--- src/rtl/dpwm_pkg.sv ---
package dpwm_pkg;
  typedef enum logic {
    RUN_FREE = 1'b0,
    RUN_SHOT = 1'b1
  } run_mode_e;
endpackage

--- src/rtl/dpwm_cfg.sv ---
// Clamps the on-time and captures the cycle's tick boundaries and length at load.
module dpwm_cfg
  import dpwm_pkg::*;
#(
  parameter int CW = 8,
  parameter int FB = 4
) (
  input  logic                 clk,
  input  logic                 rst,
  input  logic                 load,
  input  logic                 mode_shot,
  input  logic [CW+FB-1:0]     duty,
  input  logic [CW+FB-1:0]     tmin,
  input  logic [CW+FB-1:0]     tmax,
  input  logic [CW+FB-1:0]     dhl,
  input  logic [CW+FB-1:0]     dlh,
  input  logic [CW+FB-1:0]     lsw,
  input  logic [CW-1:0]        per,
  output logic [CW+FB+1:0]     hs_hi,
  output logic [CW+FB+1:0]     ls_lo,
  output logic [CW+FB+1:0]     ls_hi,
  output logic [CW+1:0]        len
);
  localparam int W    = CW + FB;
  localparam int EW   = W + 2;
  localparam int LW   = EW - FB;
  localparam int FINE = 1 << FB;

  run_mode_e       mode_c;
  logic [W-1:0]    t_floor, ton_c;
  logic [LW-1:0]   per_l, shot_len, len_c;
  logic [EW-1:0]   p_ticks, lo_c, free_hi, shot_hi, rnd, hi_c;

  always_comb begin
    mode_c   = run_mode_e'(mode_shot);
    t_floor  = (duty < tmin) ? tmin : duty;
    ton_c    = (t_floor > tmax) ? tmax : t_floor;
    per_l    = (per == '0) ? LW'(1) : LW'(per);
    p_ticks  = {per_l, {FB{1'b0}}};
    lo_c     = EW'(ton_c) + EW'(dhl);
    free_hi  = (EW'(dlh) >= p_ticks) ? '0 : (p_ticks - EW'(dlh));
    shot_hi  = lo_c + EW'(lsw);
    rnd      = shot_hi + EW'(FINE - 1);
    shot_len = (rnd[EW-1:FB] == '0) ? LW'(1) : rnd[EW-1:FB];
    if (mode_c == RUN_SHOT) begin
      hi_c  = shot_hi;
      len_c = shot_len;
    end else begin
      hi_c  = free_hi;
      len_c = per_l;
    end
  end

  always_ff @(posedge clk) begin
    if (rst) begin
      hs_hi <= '0;
      ls_lo <= '0;
      ls_hi <= '0;
      len   <= LW'(1);
    end else if (load) begin
      hs_hi <= EW'(ton_c);
      ls_lo <= lo_c;
      ls_hi <= hi_c;
      len   <= len_c;
    end
  end

  AST_CLAMP_MAX: assert property (@(posedge clk) disable iff (rst)
    load |=> (hs_hi <= EW'($past(tmax))));
  AST_CLAMP_MIN: assert property (@(posedge clk) disable iff (rst)
    (load && (tmin <= tmax)) |=> (hs_hi >= EW'($past(tmin))));
  AST_LEN_NONZERO: assert property (@(posedge clk) disable iff (rst)
    load |=> (len != '0));
endmodule

--- src/rtl/dpwm_seq.sv ---
// Cycle sequencer: decides starts and counts clocks within a cycle.
module dpwm_seq #(
  parameter int LW = 10
) (
  input  logic          clk,
  input  logic          rst,
  input  logic          en,
  input  logic          mode_shot,
  input  logic          trig,
  input  logic [LW-1:0] len,
  output logic          active,
  output logic [LW-1:0] cnt,
  output logic          last,
  output logic          start
);
  always_comb begin
    last  = active && (cnt == (len - LW'(1)));
    start = en && (mode_shot ? (trig && !active) : (!active || last));
  end

  always_ff @(posedge clk) begin
    if (rst || !en) begin
      active <= 1'b0;
      cnt    <= '0;
    end else if (start) begin
      active <= 1'b1;
      cnt    <= '0;
    end else if (last) begin
      active <= 1'b0;
      cnt    <= '0;
    end else if (active) begin
      cnt    <= cnt + LW'(1);
    end
  end

  AST_TRIG_IGNORED: assert property (@(posedge clk) disable iff (rst)
    (en && active && !last && trig) |=> (active && (cnt != '0)));
  AST_SHOT_STOP: assert property (@(posedge clk) disable iff (rst)
    (en && last && mode_shot) |=> !active);
endmodule

--- src/rtl/dpwm_span.sv ---
// Marks which fine ticks of the current clock fall inside [lo, hi).
module dpwm_span #(
  parameter int FB = 4,
  parameter int EW = 14
) (
  input  logic [EW-FB-1:0]     cnt,
  input  logic [EW-1:0]        lo,
  input  logic [EW-1:0]        hi,
  output logic [(1<<FB)-1:0]   bits
);
  localparam int FINE = 1 << FB;

  logic [EW-1:0] base;
  assign base = {cnt, {FB{1'b0}}};

  for (genvar k = 0; k < FINE; k++) begin : g_tick
    logic [EW-1:0] t;
    assign t       = base + EW'(k);
    assign bits[k] = (t >= lo) && (t < hi);
  end
endmodule

--- src/rtl/dpwm_fine.sv ---
// Top: fine-resolution high/low gate word generator for one buck channel.
module dpwm_fine
  import dpwm_pkg::*;
#(
  parameter int CW = 8,
  parameter int FB = 4
) (
  input  logic                  clk,
  input  logic                  rst,
  input  logic                  en,
  input  logic                  mode_shot,
  input  logic                  trig,
  input  logic [CW+FB-1:0]      duty_cmd,
  input  logic [CW+FB-1:0]      ton_min,
  input  logic [CW+FB-1:0]      ton_max,
  input  logic [CW+FB-1:0]      dead_hl,
  input  logic [CW+FB-1:0]      dead_lh,
  input  logic [CW+FB-1:0]      ls_width,
  input  logic [CW-1:0]         period_clk,
  output logic [(1<<FB)-1:0]    hs_ticks,
  output logic [(1<<FB)-1:0]    ls_ticks
);
  localparam int W    = CW + FB;
  localparam int EW   = W + 2;
  localparam int LW   = EW - FB;
  localparam int FINE = 1 << FB;

  logic [EW-1:0]   hs_hi, ls_lo, ls_hi;
  logic [LW-1:0]   len, cnt;
  logic            active, last, start;
  logic [FINE-1:0] hs_w, ls_w;

  dpwm_cfg #(.CW(CW), .FB(FB)) u_cfg (
    .clk(clk), .rst(rst), .load(start), .mode_shot(mode_shot),
    .duty(duty_cmd), .tmin(ton_min), .tmax(ton_max),
    .dhl(dead_hl), .dlh(dead_lh), .lsw(ls_width), .per(period_clk),
    .hs_hi(hs_hi), .ls_lo(ls_lo), .ls_hi(ls_hi), .len(len)
  );

  dpwm_seq #(.LW(LW)) u_seq (
    .clk(clk), .rst(rst), .en(en), .mode_shot(mode_shot), .trig(trig),
    .len(len), .active(active), .cnt(cnt), .last(last), .start(start)
  );

  dpwm_span #(.FB(FB), .EW(EW)) u_hs (
    .cnt(cnt), .lo('0), .hi(hs_hi), .bits(hs_w)
  );

  dpwm_span #(.FB(FB), .EW(EW)) u_ls (
    .cnt(cnt), .lo(ls_lo), .hi(ls_hi), .bits(ls_w)
  );

  always_ff @(posedge clk) begin
    if (rst || !en || !active) begin
      hs_ticks <= '0;
      ls_ticks <= '0;
    end else begin
      hs_ticks <= hs_w;
      ls_ticks <= ls_w;
    end
  end

  AST_NO_OVERLAP: assert property (@(posedge clk) disable iff (rst)
    ((hs_ticks & ls_ticks) == '0));
  AST_HOLD_LOW: assert property (@(posedge clk) disable iff (rst)
    !en |=> ((hs_ticks == '0) && (ls_ticks == '0)));
  AST_CFG_FROZEN: assert property (@(posedge clk) disable iff (rst)
    (en && active && !last) |=> ($stable(hs_hi) && $stable(ls_lo) && $stable(ls_hi) && $stable(len)));
endmodule

--- config.mk ---
export PLATFORM = sky130hd
export DESIGN_NAME = dpwm_fine
export DESIGN_NICKNAME = d
export VERILOG_FILES = /design/src/rtl/dpwm_pkg.sv /design/src/rtl/dpwm_cfg.sv /design/src/rtl/dpwm_seq.sv /design/src/rtl/dpwm_span.sv /design/src/rtl/dpwm_fine.sv
export SDC_FILE = /design/constraint.sdc
export NUM_CORES = 1
export LEC_CHECK = 0
export ABC_AREA = 1
export BUFFER_PORTS_ARGS = -buffer_cell sky130_fd_sc_hd__buf_2
export CAP_MARGIN = 10
export CORE_MARGIN = 1.5
export CORE_UTILIZATION = 30
export DETAILED_ROUTE_END_ITERATION = 6
export PLACE_DENSITY = 0.54
export SLEW_MARGIN = 15
export SYNTH_ARGS = -nofsm -noshare
export SYNTH_HDL_FRONTEND = slang
export SYNTH_SLANG_ARGS = --single-unit
--- constraint.sdc ---
create_clock -name clk -period 7.2 [get_ports clk]
set_clock_uncertainty 0.1 [all_clocks]
set_input_delay 0.36 -clock clk [delete_from_list [all_inputs] [get_ports clk]]
set_output_delay 0.36 -clock clk [all_outputs]
set_load 0.01 [all_outputs]
==> results.toml, run 1 <==
[setup_path]
reg2reg_from = "u_cfg.len[0]"
r2r-end = "u_cfg.ls_hi[3]"
startpoint = "duty_cmd[11]"
regToRegSetupSlack_ns = 4.04
rr_worst_depth = 14
slowest_delay_ns = 0.47
worstSetupEndpoint = "u_cfg.len[7]"
cp-start-kind = "input port"
path_max_fanout = 24
cp.required_ns = 7.37
crit_slowest_cell = "o21ai_0"
cpMostUsedCell = "nand2_1"
arrival_ns = 6.47
cp-end-kind = "flop"
worstSetupPathType = "input port to flop"

[synthesis]
synth_edf_count = 0
ys.flop_type = "dfxtp_1"
synth_nets = 1323
ys_ff_latch = 92
yosys-top-cells-area = "dfxtp_1, ha_1, nand2_1, inv_1, a21oi_1"
synth_top_area_share_pct = 24.6
synthArstFlopShare_pct = 0
ys_seq_area_share_pct = 24.6
synth_cell_types = 47
synth_largest_area_cell = "dfxtp_1"
netlist_area_um2 = 7480
yosys_warnings = 0
synth.avg_cell_area_um2 = 6.52
netlist_instances = 1148

[final_layout]
multi_input_area_um2 = 4790
drive_above_1_share_pct = 12.0
mostFrequentLayoutCells = "nand2_1, inv_1, buf_2, a21oi_1, dfxtp_1"
seq_area_um2 = 1840
synthToLayoutAreaGrowth_pct = 16.1
antenna_cells = 0
fillers = 2774
nNetsFinal = 1424
mostFrequentLayoutCell = "nand2_1"

[floorplan]
core_area_um2 = 24400
die_h_um = 161
row_count = 57
ios = 117
die_area_um2 = 25900
initial_core_util_pct = 30.7
die_w_um = 161

[sta]
setup_tns_ns = 0
setup_viol = 0
max_freq_ghz = 0.159
rsz0062_at_grt = "false"
tightest_slew_ns = 0.754
period_share_pct = 87.5
max-slew-margin-rel_pct = 49.2
hold_violations = 0
fin_crit_ns = 6.30
finalMaxSlewViolations = 0
hold_ws_ns = 0.323

[grt]
grt_start_max_net_pins = 51
grtUsageTotal_pct = 16.5
grt_pass1_vias = 7060
grt_pass1_wl_um = 34800
antenna_found_initial = 0
grt_overflow = 0

[drt]
num_vias = 7447
via_per_inst = 4.72
drtIter0Drc = 381
wl_per_cell_um = 13.3
wirelength_um = 20900
drc = 0
ant_nets = 0
first_pass_iters = 7

[pwr]
p_per_area_nw_per_um2 = 278
ir_worst_vdd_v = 0.000134
power.leakage_nw = 4.32

[placed_design]
io_buffers = 116
place_congestion = 0.844
hpwl_um = 17400

[clocking]
cts_root_buf = "clkbuf_16"
hold_buffers = 0
numCtsBuffers = 9
clock_latency_ns = 0.34
h-tree-depth = 3
cts_tree = "built"
cts_buffer_depth = 2
clkTransAtPathRegs_ns = 0.06
clock-sinks = 92

[min_path]
holdPathStages = 5
hp-class = "input port to flop"

[job]
drv_cap = 0

[outcome]
status = "finished clean"
==> worst min-delay path by stage <==
stage,from,end,slack (ns)
2_1_floorplan,u_cfg.ls_lo[12],u_cfg.ls_lo[12],0.34
3_3_place_gp,u_cfg.ls_hi[12],u_cfg.ls_hi[12],0.35
3_5_place_dp,u_cfg.hs_hi[10],u_cfg.hs_hi[10],0.36
4_1_cts,en,u_seq.active,0.31
5_1_grt,en,u_seq.active,0.35
6_report,en,u_seq.active,0.32
==> critical path, delay by kind of cell <==
| kind | cells | cell delay (ns) |
|---|---|---|
| AOI/OAI and AO/OA | 12 | 1.98 |
| adders and majority gates | 5 | 1.60 |
| buffers and inverters | 4 | 0.31 |
| xor gates and xnor gates | 1 | 0.30 |
| and+or+nand+nor | 16 | 1.91 |
==> registers in the layout, indices dropped and copies added, names as in the netlist <==
register / cells
u_cfg.hs_hi: 12
u_cfg.len: 10
u_cfg.ls_lo: 13
u_seq.cnt: 10
u_cfg.ls_hi: 14
ls_ticks: 16
u_seq.active: 1
hs_ticks: 16
==> cells in the mapped netlist (3+ instances only) <==
master    instances
clkbuf_1         15
dfxtp_1          92
nor2_1           86
o21ai_0          74
o31ai_1           4
a21o_1            3
nand4_1          16
nand3_1          56
xnor2_1          15
nand2_1         276
ha_1             88
xor2_1           22
a221oi_1          4
nor4_1            5
o22ai_1           9
nor2_2            3
a31oi_1          13
buf_6             5
o211ai_1          4
a211oi_1          5
inv_1           184
nor3_1           19
buf_2             6
a21oi_1         111
==> final cells by class <==
cell class                 count  share of cell area [%]
multi-input combinational    841                    55.1
sequential                    92                    21.2
timing repair buffer         118                    6.86
clock buffer                  10                    2.75
clock inverter                 6                    1.28
tap                          324                    4.67
inverter                     187                    8.14
==> routing by layer <==
metal  global-route usage, %  wire, um  vias up
li1                        -         -     3977
met1                    24.3     11100     3324
met2                    25.8      9040      137
met3                    1.39       611        9
met4                    3.62       203        0
met5                       0         0        -
==> cells by family after synthesis <==
group	count (synthesis)	share of synthesized area (%)
XOR/XNOR	37	4.33
buffers and inverters	215	11.5
adder cells (fa/ha/maj)	90	15.2
flip-flops	92	24.6
AO/OA/AOI/OAI	241	17.9
AND/OR/NAND/NOR	473	26.5
==> timing repair <==
action	4_1_cts	5_1_grt
gates resized for setup	0	1
endpoints found under the setup margin	0	3
buffers inserted	0	0
==> stage by stage <==
step / setup slack, ns / cell area (um^2) / utilization (%) / cells / power (mW)
after floorplan: 1.60 / 7480 / - / 1148 / 1.56
final: 0.903 / 8690 / 35.6 / 1578 / 2.42
after global placement: 0.391 / 8330 / 34.2 / 1562 / 1.87
after global routing: 0.163 / 8690 / 35.6 / 1578 / 2.66
after CTS: 0.790 / 8680 / 35.6 / 1578 / 2.43
after detailed placement: 0.460 / 8330 / 34.2 / 1562 / 1.88
==> power by group <==
group	total, mW	leakage [nW]	internal (mW)	switching [mW]
logic	1.29	3.40	0.432	0.862
clock network	0.545	0.169	0.349	0.196
registers	0.579	0.749	0.550	0.0296
Note: power is estimated with default switching activity, not from simulation.
==> inputs of run 2 (changes only) <==
--- a/config.mk
+++ b/config.mk
@@ -6,12 +6,12 @@
 export NUM_CORES = 1
 export LEC_CHECK = 0
 export ABC_AREA = 1
-export BUFFER_PORTS_ARGS = -buffer_cell sky130_fd_sc_hd__buf_2
 export CAP_MARGIN = 10
 export CORE_MARGIN = 1.5
 export CORE_UTILIZATION = 30
 export DETAILED_ROUTE_END_ITERATION = 6
-export PLACE_DENSITY = 0.54
+export DONT_BUFFER_PORTS = 1
+export PLACE_DENSITY = 0.5
 export SLEW_MARGIN = 15
 export SYNTH_ARGS = -nofsm -noshare
 export SYNTH_HDL_FRONTEND = slang
==> results.toml, run 2 (synthesized netlist as in run 1, its figures left out) <==
[outcome]
status = "finished clean"

[grt]
grt_start_max_net_pins = 42
antenna_found_initial = 0
grt_overflow = 0
grt_pass1_wl_um = 35000
grtUsageTotal_pct = 16.8
grt_pass1_vias = 6679

[setup_path]
cp_top_family = "simple AND/OR/NAND/NOR gates"
cp.depth = 38
slowest_delay_ns = 0.51
cp_num_buf_inv = 5
cpMostUsedCell = "nand2_1"
arrival_ns = 6.61
crit_slowest_cell = "o21ai_0"
rr_worst_depth = 14
path_max_fanout = 24
r2r-end = "u_cfg.len[5]"
reg2reg_from = "u_cfg.len[0]"
cp-start-kind = "input port"
cp.required_ns = 7.40
cp-end-kind = "flop"
regToRegSetupSlack_ns = 3.92
worstSetupPathType = "input port to flop"

[min_path]
hp-class = "input port to flop"
hp-start = "rst"
holdPathStages = 3
hold-path-endpoint = "u_seq.active"

[drt]
drc = 0
ant_nets = 0
via_per_inst = 4.80
wl_per_cell_um = 14.8
num_vias = 7029
drtIter0Drc = 408
wirelength_um = 21600
first_pass_iters = 7

[placed_design]
place_inst = 1446
place_area_um2 = 7750
hpwl_um = 17800
place_congestion = 0.863
io_buffers = 0

[floorplan]
ios = 117
row_count = 57
die_area_um2 = 25900
die_h_um = 161
die_w_um = 161
core_area_um2 = 24400
initial_core_util_pct = 30.7

[sta]
hold_violations = 0
finalMaxSlewViolations = 0
rsz0062_at_grt = "false"
max-slew-margin-rel_pct = 51.4
fin_crit_ns = 6.41
setup_tns_ns = 0
period_share_pct = 89.1
max_freq_ghz = 0.156
setup_viol = 0
tightest_slew_ns = 0.722

[pwr]
p_total_mw = 2.31
p_per_area_nw_per_um2 = 288
power.leakage_nw = 3.77
ir_worst_vdd_v = 0.000164

[final_layout]
stdcell_area_um2 = 8050
mostFrequentLayoutCells = "nand2_1, inv_1, a21oi_1, dfxtp_1, ha_1"
fin_util_pct = 33.0
antenna_cells = 0
drive_above_1_share_pct = 2.90
nNetsFinal = 1309
reg_top3 = "hs_ticks x16, ls_ticks x16, u_cfg.ls_hi x14"
synthToLayoutAreaGrowth_pct = 7.54
mostFrequentLayoutCell = "nand2_1"
final_cells = 1463

[clocking]
clock_latency_ns = 0.35
cts_tree = "built"
cts_root_buf = "clkbuf_16"
cts_buffer_depth = 2
numCtsBuffers = 9
clkTransAtPathRegs_ns = 0.07
clock-sinks = 92
h-tree-depth = 3
post_cts_buffers = 0

[job]
drv_cap = 0
==> run 2: cell type report <==
| cell class | instances | area [um^2] |
|---|---|---|
| clock buffers | 11 | 233 |
| repair buffers | 3 | 35.0 |
| multi-input cells | 841 | 4790 |
| clock inverters | 5 | 38.8 |
| inverters | 187 | 707 |
| well taps | 324 | 405 |
| fillers | 2777 | 16300 |
| flip-flops and latches | 92 | 1840 |
==> run 2: metrics by stage <==
| stage | setup slack, ns | hold slack (ns) |
|---|---|---|
| CTS | 0.512 | 0.0835 |
| detailed placement | 0.157 | 0.336 |
| finish | 0.785 | 0.103 |
| global placement | 0.297 | 0.333 |
| floorplan | 1.60 | 0.335 |
| global route | 0.0880 | 0.105 |
==> run 2: power breakdown <==
part	internal, mW	total, mW	switching (mW)
Clock	0.235	0.442	0.207
Sequential	0.550	0.581	0.0315
Combinational	0.417	1.29	0.875
==> run 2: worst max path at each step <==
stage	from	to
floorplan	ton_min[7]	u_cfg.len[9]
global placement	ton_min[11]	u_cfg.len[7]
detailed placement	ton_min[11]	u_cfg.len[7]
CTS	ton_min[11]	u_cfg.len[7]
global route	ton_min[1]	u_cfg.len[0]
finish	ton_min[1]	u_cfg.len[7]
==> run 2: tightest hold or removal path: stages <==
cell and delay [ns]:
nor2_1 0.04, inv_1 0.06, a21oi_1 0.04
==> run 2: metal layers <==
metal  routed length [um]  global-route usage [%]  up-vias
met3                 1080                    3.46       20
met5                    0                       0        -
met4                  325                    4.97        0
li1                     -                       -     3742
met1                11000                    23.8     3122
met2                 9200                    25.7      145
==> run 2: repair_timing <==
item | CTS | global route
setup endpoints to repair | 0 | 8
hold endpoints to repair | 32 | 0
hold buffers | 1 | 0
resized for setup | 0 | 3
